## src/rtl/cim_pkg.sv

```systemverilog
package cim_pkg;

  // Oscillator phase: eight steps of 45 degrees per turn.
  localparam int PHASE_W = 3;
  // Angle word: one full turn equals 2**ANG_W.
  localparam int ANG_W = 16;
  // Largest iteration count the arctangent table covers.
  localparam int MAX_ITER = 16;

  typedef struct packed {
    logic                 load;   // capture a new sample into the first stage
    logic [PHASE_W-1:0]   phase;  // oscillator phase for that sample
  } mix_ctrl_t;

  // atan(2^-idx) as a fraction of a turn, scaled by 2**ANG_W.
  function automatic logic [ANG_W-1:0] atanStep(input int idx);
    case (idx)
      0:       atanStep = 16'd8192;
      1:       atanStep = 16'd4836;
      2:       atanStep = 16'd2555;
      3:       atanStep = 16'd1297;
      4:       atanStep = 16'd651;
      5:       atanStep = 16'd326;
      6:       atanStep = 16'd163;
      7:       atanStep = 16'd81;
      8:       atanStep = 16'd41;
      9:       atanStep = 16'd20;
      10:      atanStep = 16'd10;
      11:      atanStep = 16'd5;
      12:      atanStep = 16'd3;
      13:      atanStep = 16'd1;
      14:      atanStep = 16'd1;
      default: atanStep = 16'd0;
    endcase
  endfunction

endpackage

```

## src/rtl/cim_ctrl.sv

```systemverilog
module cim_ctrl
  import cim_pkg::*;
#(
  parameter int ITER = 12
) (
  input  logic              clk,
  input  logic              rst,
  input  logic              inValid,
  output mix_ctrl_t         ctrl,
  output logic [ITER-1:0]   stageEn,
  output logic              outValid
);

  logic [PHASE_W-1:0] phaseReg;
  logic [ITER:0]      validPipe;

  // The phase counter steps only on accepted samples; it wraps naturally modulo 8.
  always_ff @(posedge clk) begin
    if (rst) begin
      phaseReg  <= '0;
      validPipe <= '0;
    end else begin
      if (inValid) phaseReg <= phaseReg + 1'b1;
      validPipe <= {validPipe[ITER-1:0], inValid};
    end
  end

  assign ctrl.load  = inValid;
  assign ctrl.phase = phaseReg;
  assign stageEn    = validPipe[ITER-1:0];
  assign outValid   = validPipe[ITER];

endmodule

```

## src/rtl/cim_cordic.sv

```systemverilog
module cim_cordic
  import cim_pkg::*;
#(
  parameter int SAMPLE_W = 12,
  parameter int ITER     = 12,
  parameter int OUT_W    = SAMPLE_W + 2
) (
  input  logic                       clk,
  input  logic                       rst,
  input  mix_ctrl_t                  ctrl,
  input  logic [ITER-1:0]            stageEn,
  input  logic [SAMPLE_W-1:0]        inSample,
  output logic signed [OUT_W-1:0]    outI,
  output logic signed [OUT_W-1:0]    outQ
);

  localparam logic [ANG_W-1:0] QUARTER = ANG_W'(1) << (ANG_W - 2);

  logic signed [OUT_W-1:0] xs [0:ITER];
  logic signed [OUT_W-1:0] ys [0:ITER];
  logic        [ANG_W-1:0] zs [0:ITER-1];

  // Pre-rotation: the target angle is minus the oscillator phase. A negative
  // target is pre-turned by -90 degrees and a non-negative one by +90, so the
  // remaining angle always lies within +/-90 degrees.
  logic signed [OUT_W-1:0] sExt;
  logic        [ANG_W-1:0] theta;
  logic signed [OUT_W-1:0] preY;
  logic        [ANG_W-1:0] preZ;

  assign sExt  = OUT_W'($signed(inSample));
  assign theta = '0 - {ctrl.phase, {(ANG_W-PHASE_W){1'b0}}};

  always_comb begin
    if (theta[ANG_W-1]) begin
      preY = -sExt;
      preZ = theta + QUARTER;
    end else begin
      preY = sExt;
      preZ = theta - QUARTER;
    end
  end

  logic signed [OUT_W-1:0] x0r, y0r;
  logic        [ANG_W-1:0] z0r;

  always_ff @(posedge clk) begin
    if (rst) begin
      x0r <= '0;
      y0r <= '0;
      z0r <= '0;
    end else if (ctrl.load) begin
      x0r <= '0;
      y0r <= preY;
      z0r <= preZ;
    end
  end

  assign xs[0] = x0r;
  assign ys[0] = y0r;
  assign zs[0] = z0r;

  for (genvar i = 0; i < ITER; i++) begin : g_stage
    localparam logic [ANG_W-1:0] STEP = atanStep(i);
    logic signed [OUT_W-1:0] xSh, ySh, xr, yr;
    logic                    dirPos;

    assign xSh    = xs[i] >>> i;
    assign ySh    = ys[i] >>> i;
    assign dirPos = ~zs[i][ANG_W-1];

    always_ff @(posedge clk) begin
      if (rst) begin
        xr <= '0;
        yr <= '0;
      end else if (stageEn[i]) begin
        if (dirPos) begin
          xr <= xs[i] - ySh;
          yr <= ys[i] + xSh;
        end else begin
          xr <= xs[i] + ySh;
          yr <= ys[i] - xSh;
        end
      end
    end

    assign xs[i+1] = xr;
    assign ys[i+1] = yr;

    // The residual angle is only needed up to the last but one stage.
    if (i < ITER - 1) begin : g_angle
      logic [ANG_W-1:0] zr;
      always_ff @(posedge clk) begin
        if (rst)             zr <= '0;
        else if (stageEn[i]) zr <= dirPos ? zs[i] - STEP : zs[i] + STEP;
      end
      assign zs[i+1] = zr;
    end
  end

  assign outI = xs[ITER];
  assign outQ = ys[ITER];

endmodule

```

## src/rtl/cordic_if_mixer.sv

```systemverilog
module cordic_if_mixer
  import cim_pkg::*;
#(
  parameter  int SAMPLE_W = 12,
  parameter  int ITER     = 12,
  localparam int OUT_W    = SAMPLE_W + 2
) (
  input  logic                     clk,
  input  logic                     rst,
  input  logic                     inValid,
  input  logic [SAMPLE_W-1:0]      inSample,
  output logic                     outValid,
  output logic signed [OUT_W-1:0]  outI,
  output logic signed [OUT_W-1:0]  outQ
);

  mix_ctrl_t          ctrlBus;
  logic [ITER-1:0]    stageEn;
  logic [PHASE_W-1:0] curPhase;

  assign curPhase = ctrlBus.phase;

  cim_ctrl #(.ITER(ITER)) u_ctrl (
    .clk      (clk),
    .rst      (rst),
    .inValid  (inValid),
    .ctrl     (ctrlBus),
    .stageEn  (stageEn),
    .outValid (outValid)
  );

  cim_cordic #(.SAMPLE_W(SAMPLE_W), .ITER(ITER), .OUT_W(OUT_W)) u_cordic (
    .clk      (clk),
    .rst      (rst),
    .ctrl     (ctrlBus),
    .stageEn  (stageEn),
    .inSample (inSample),
    .outI     (outI),
    .outQ     (outQ)
  );

endmodule

```

## config.mk

```make
export PLATFORM = sky130hd
export DESIGN_NAME = cordic_if_mixer
export DESIGN_NICKNAME = d
export VERILOG_FILES = /design/src/rtl/cim_pkg.sv /design/src/rtl/cim_ctrl.sv /design/src/rtl/cim_cordic.sv /design/src/rtl/cordic_if_mixer.sv
export SDC_FILE = /design/constraint.sdc
export NUM_CORES = 2
export LEC_CHECK = 0
export ABC_AREA = 1
export BUFFER_PORTS_ARGS = -buffer_cell sky130_fd_sc_hd__buf_4
export CAP_MARGIN = 20
export CORE_MARGIN = 1
export CORE_UTILIZATION = 60
export DETAILED_ROUTE_END_ITERATION = 16
export PLACE_DENSITY = 0.75
export SYNTH_ARGS = -nofsm -noshare
export SYNTH_HDL_FRONTEND = slang
export SYNTH_SLANG_ARGS = --single-unit
export TNS_END_PERCENT = 1
```

## constraint.sdc

```tcl
create_clock -name clk -period 5.1 [get_ports clk]
set_input_delay 0.51 -clock clk [delete_from_list [all_inputs] [get_ports clk]]
set_output_delay 0.51 -clock clk [all_outputs]
set_load 0.01 [all_outputs]
```

==> metrics.csv <==
stage;metric;value;unit
critical_path;start_kind;flop;
clock_tree;htree_levels;2;
final_layout;areaGrowthSynthToFinish;7.18;%
synth;synth.avg_cell_area;6.40;um2
clock_tree;cts_resized;0;
clock_tree;clockBufferDepth;3;
critical_path;worstRegToRegCells;13;
power;power.share.sequential;0.369;
final_layout;most-common-layout-cells;1290 x nand2_1, 926 x inv_1, 901 x nor2_1;
status;status;finished clean;
critical_path;cp_max_fo;31;
placement;dpl-instance-area;43900;um2
critical_path;startpoint;u_cordic.g_stage[2].g_angle.zr[15];
synth;ys_seq_area_frac;0.234;
synth;yosysWarnings;0;
timing;slew_violations;0;
power;combinationalPowerShare;0.221;
final_layout;regArea;10000;um2
die;start_util;0.610;
die;row_count;97;
critical_path;required;5.62;ns
die;core_area;70400;um2
power;vdd_drop_max;0.000271;V
clock_tree;clk_pin_slew;0.06;ns
timing;worstMarginPinSlew;0.982;ns
synth;ys_seq_elements;502;
timing;fin_crit_sh;0.639;
flow_run;cap_violations;0;
critical_path;worstSetupEndpoint;u_cordic.g_stage[3].yr[10];
timing;hold_viol_final;0;
clock_tree;cts_setup_buffers;0;
clock_tree;root_buffer;clkbuf_16;
power;power_density;242;nW/um2
synth;yosysTopAreaCell;dfxtp_1;
power;power_frac_clock;0.409;
grt;antenna_found_initial;1;
critical_path;critical_path.reg2reg.startpoint;u_cordic.g_stage[2].g_angle.zr[15];
clock_tree;cts_tree;done;
synth;synth_ff_type;dfxtp_1;
placement;portBuffers;43;
drt;vias;42100;
grt;top_usage_layer;met2;
drt;drt_iter0_drc;3228;
synth;synth_edf_count;0;
critical_path;r2r_slack;1.84;ns
grt;grt.total_usage;0.324;
placement;hpwl;93.0;mm
timing;rsz0062_at_grt;no;
synth;ys_async_sr_fraction;0;
min_path;hp-class;in -> reg;
clock_tree;cts-hold-fix-buffers;0;
timing;setup_viol;0;
timing;fmax;307;MHz
clock_tree;numCtsBuffers;60;
grt;gr-total-overflow;0;
grt;grt_pass1_wl;198;mm
synth;synth_cells;6713;
critical_path;crit-reg2reg-capture;u_cordic.g_stage[3].yr[10];
clock_tree;cts_num_sinks;502;
drt;wl;119;mm
critical_path;crit_chain;inv_2 > o21ai_2 > o21ai_0 > xor2_1 > inv_1 > ha_1 > a21oi_1 > nor2_1 > nor2_1 > nand3_1 > xor2_1 > o21ai_0 > inv_1;
drt;wl_per_cell;15.6;um
power;p_sw_frac;0.316;
critical_path;worstPathArrival;3.78;ns
grt;gr-usage-met2;0.525;
critical_path;critPathMaxStageDelay;0.80;ns
placement;gp_congestion;0.965;
grt;grt_pass1_vias;39100;
die;die_x;270;um
critical_path;cp_slowest_cell;dfxtp_1;
critical_path;cp-end-kind;flop;
synth;syn_area;43000;um2
synth;syn_nets;7225;
drt;antenna_left;0;
final_layout;fin_area;46000;um2
critical_path;critPathKind;reg -> reg;
final_layout;n_fill_cell;6704;
final_layout;mostFrequentLayoutCell;nand2_1;
synth;netlist_top_cells_area;dfxtp_1 23%, ha_1 14%, nand2_1 11%;
die;die_h;270;um
final_layout;finalNetCount;7179;
min_path;holdCritStartpoint;inSample[7];
clock_tree;clk_latency;0.63;ns
power;p_sw;3.51;mW
timing;fin_setup_tns;0;ns
die;pin_count;44;
timing;clock_skew;0.0199;ns
final_layout;multi_input_area;28600;um2
final_layout;drive_gt1_frac;0.0386;
power;power.leakage;25.2;nW
timing;min_period;3.26;ns
final_layout;diodes;0;
grt;grt_max_degree;88;
synth;synth_cell_types;54;
drt;via_per_inst;5.51;
drt;drt_drc_violations_left;0;
final_layout;final_cells;7654;
power;p_total;11.1;mW
grt;use_met3;0.0282;
timing;slew_headroom;0.345;
drt;detailedRoute.firstPassIterationCount;6;
grt;use_met1;0.449;
power;p_int;7.61;mW
placement;dpl.cell_count;7544;
die;dieArea;72700;um2
synth;synth_top_area_share;0.234;
[worst max-delay path, delay by kind of cell (launching register included)]
kind	cells	cell delay [ns]
DFF	1	0.80
AOI/OAI and AO/OA	4	0.74
buffers and inverters	3	0.62
xor gates and xnor gates	2	0.40
adders and majority gates	1	0.34
and+or+nand+nor	3	0.25
[synth_stat cells (23+ instances only)]
cell type  number
o211ai_1       36
nand4_1        55
a21o_1         28
nand3_1       481
nand2_1      1290
xor2_1        286
nor3_1         67
a31oi_1        27
nor2_1        901
o21ai_0       579
a21oi_1       586
clkbuf_1      105
xnor2_1        48
o21ai_1        29
buf_2          37
fa_1           32
buf_1          29
ha_1          465
inv_2          23
inv_1         926
dfxtp_1       502
[final cells by class]
| type | instances | area share |
|---|---|---|
| Timing Repair Buffer | 68 | 0.0122 |
| Tap cell | 940 | 0.0255 |
| Inverter | 954 | 0.0779 |
| Clock inverter | 29 | 0.00853 |
| Sequential cell | 502 | 0.218 |
| Clock buffer | 80 | 0.0367 |
| Multi-Input combinational cell | 5081 | 0.621 |
[worst min-delay path by stage]
stage / cells after the start / to
floorplan: 2 / u_cordic.g_stage[10].xr[3]
global placement: 2 / u_cordic.g_stage[1].g_angle.zr[2]
detailed placement: 2 / u_cordic.g_stage[10].yr[5]
CTS: 3 / u_cordic.g_stage[0].ySh[7]
global route: 3 / u_cordic.g_stage[0].ySh[7]
finish: 3 / u_cordic.g_stage[0].ySh[7]
[routing by layer]
| layer | vias up | part of all wire |
|---|---|---|
| met4 | 2 | 0.036 |
| li1 | 21800 | - |
| met3 | 208 | 0.051 |
| met1 | 19100 | 0.48 |
| met5 | - | 0.00011 |
| met2 | 1053 | 0.44 |
[flip-flops by register name, summed over array words and instances, names as in the netlist]
name                         cells
u_cordic.g_stage.g_angle.zr    135
u_cordic.g_stage.ySh            14
u_cordic.outQ                   14
u_ctrl.phaseReg                  3
u_cordic.z0r                     2
u_ctrl.validPipe                13
u_cordic.outI                   14
u_cordic.g_stage.xr            153
u_cordic.g_stage.yr            154
[power groups by stage]
stage / combinational (mW) / clock, mW / sequential [mW]
detailed placement: 2.40 / 0 / 4.19
global route: 2.78 / 4.76 / 4.11
floorplan: 1.84 / 0 / 4.14
CTS: 2.43 / 4.61 / 4.10
global placement: 2.40 / 0 / 4.19
finish: 2.46 / 4.55 / 4.11
[metrics by stage]
stage,util,hold WS (ns),worst slack (ns)
CTS,0.654,0.135,1.88
detailed placement,0.624,0.460,1.91
global route,0.654,0.150,1.45
finish,0.654,0.166,1.84
floorplan,-,0.435,2.50
global placement,0.624,0.456,1.93
[cell families (layout without fill, tap and decap cells)]
| group | Yosys count | in the layout | synth area share |
|---|---|---|---|
| AOI/OAI and AO/OA | 1355 | 1355 | 0.167 |
| xor gates and xnor gates | 334 | 334 | 0.0681 |
| adders and majority gates | 497 | 497 | 0.150 |
| buffers and inverters | 1130 | 1131 | 0.101 |
| DFF | 502 | 502 | 0.234 |
| and+or+nand+nor | 2895 | 2895 | 0.280 |
Power figures use the tool's default switching activity.
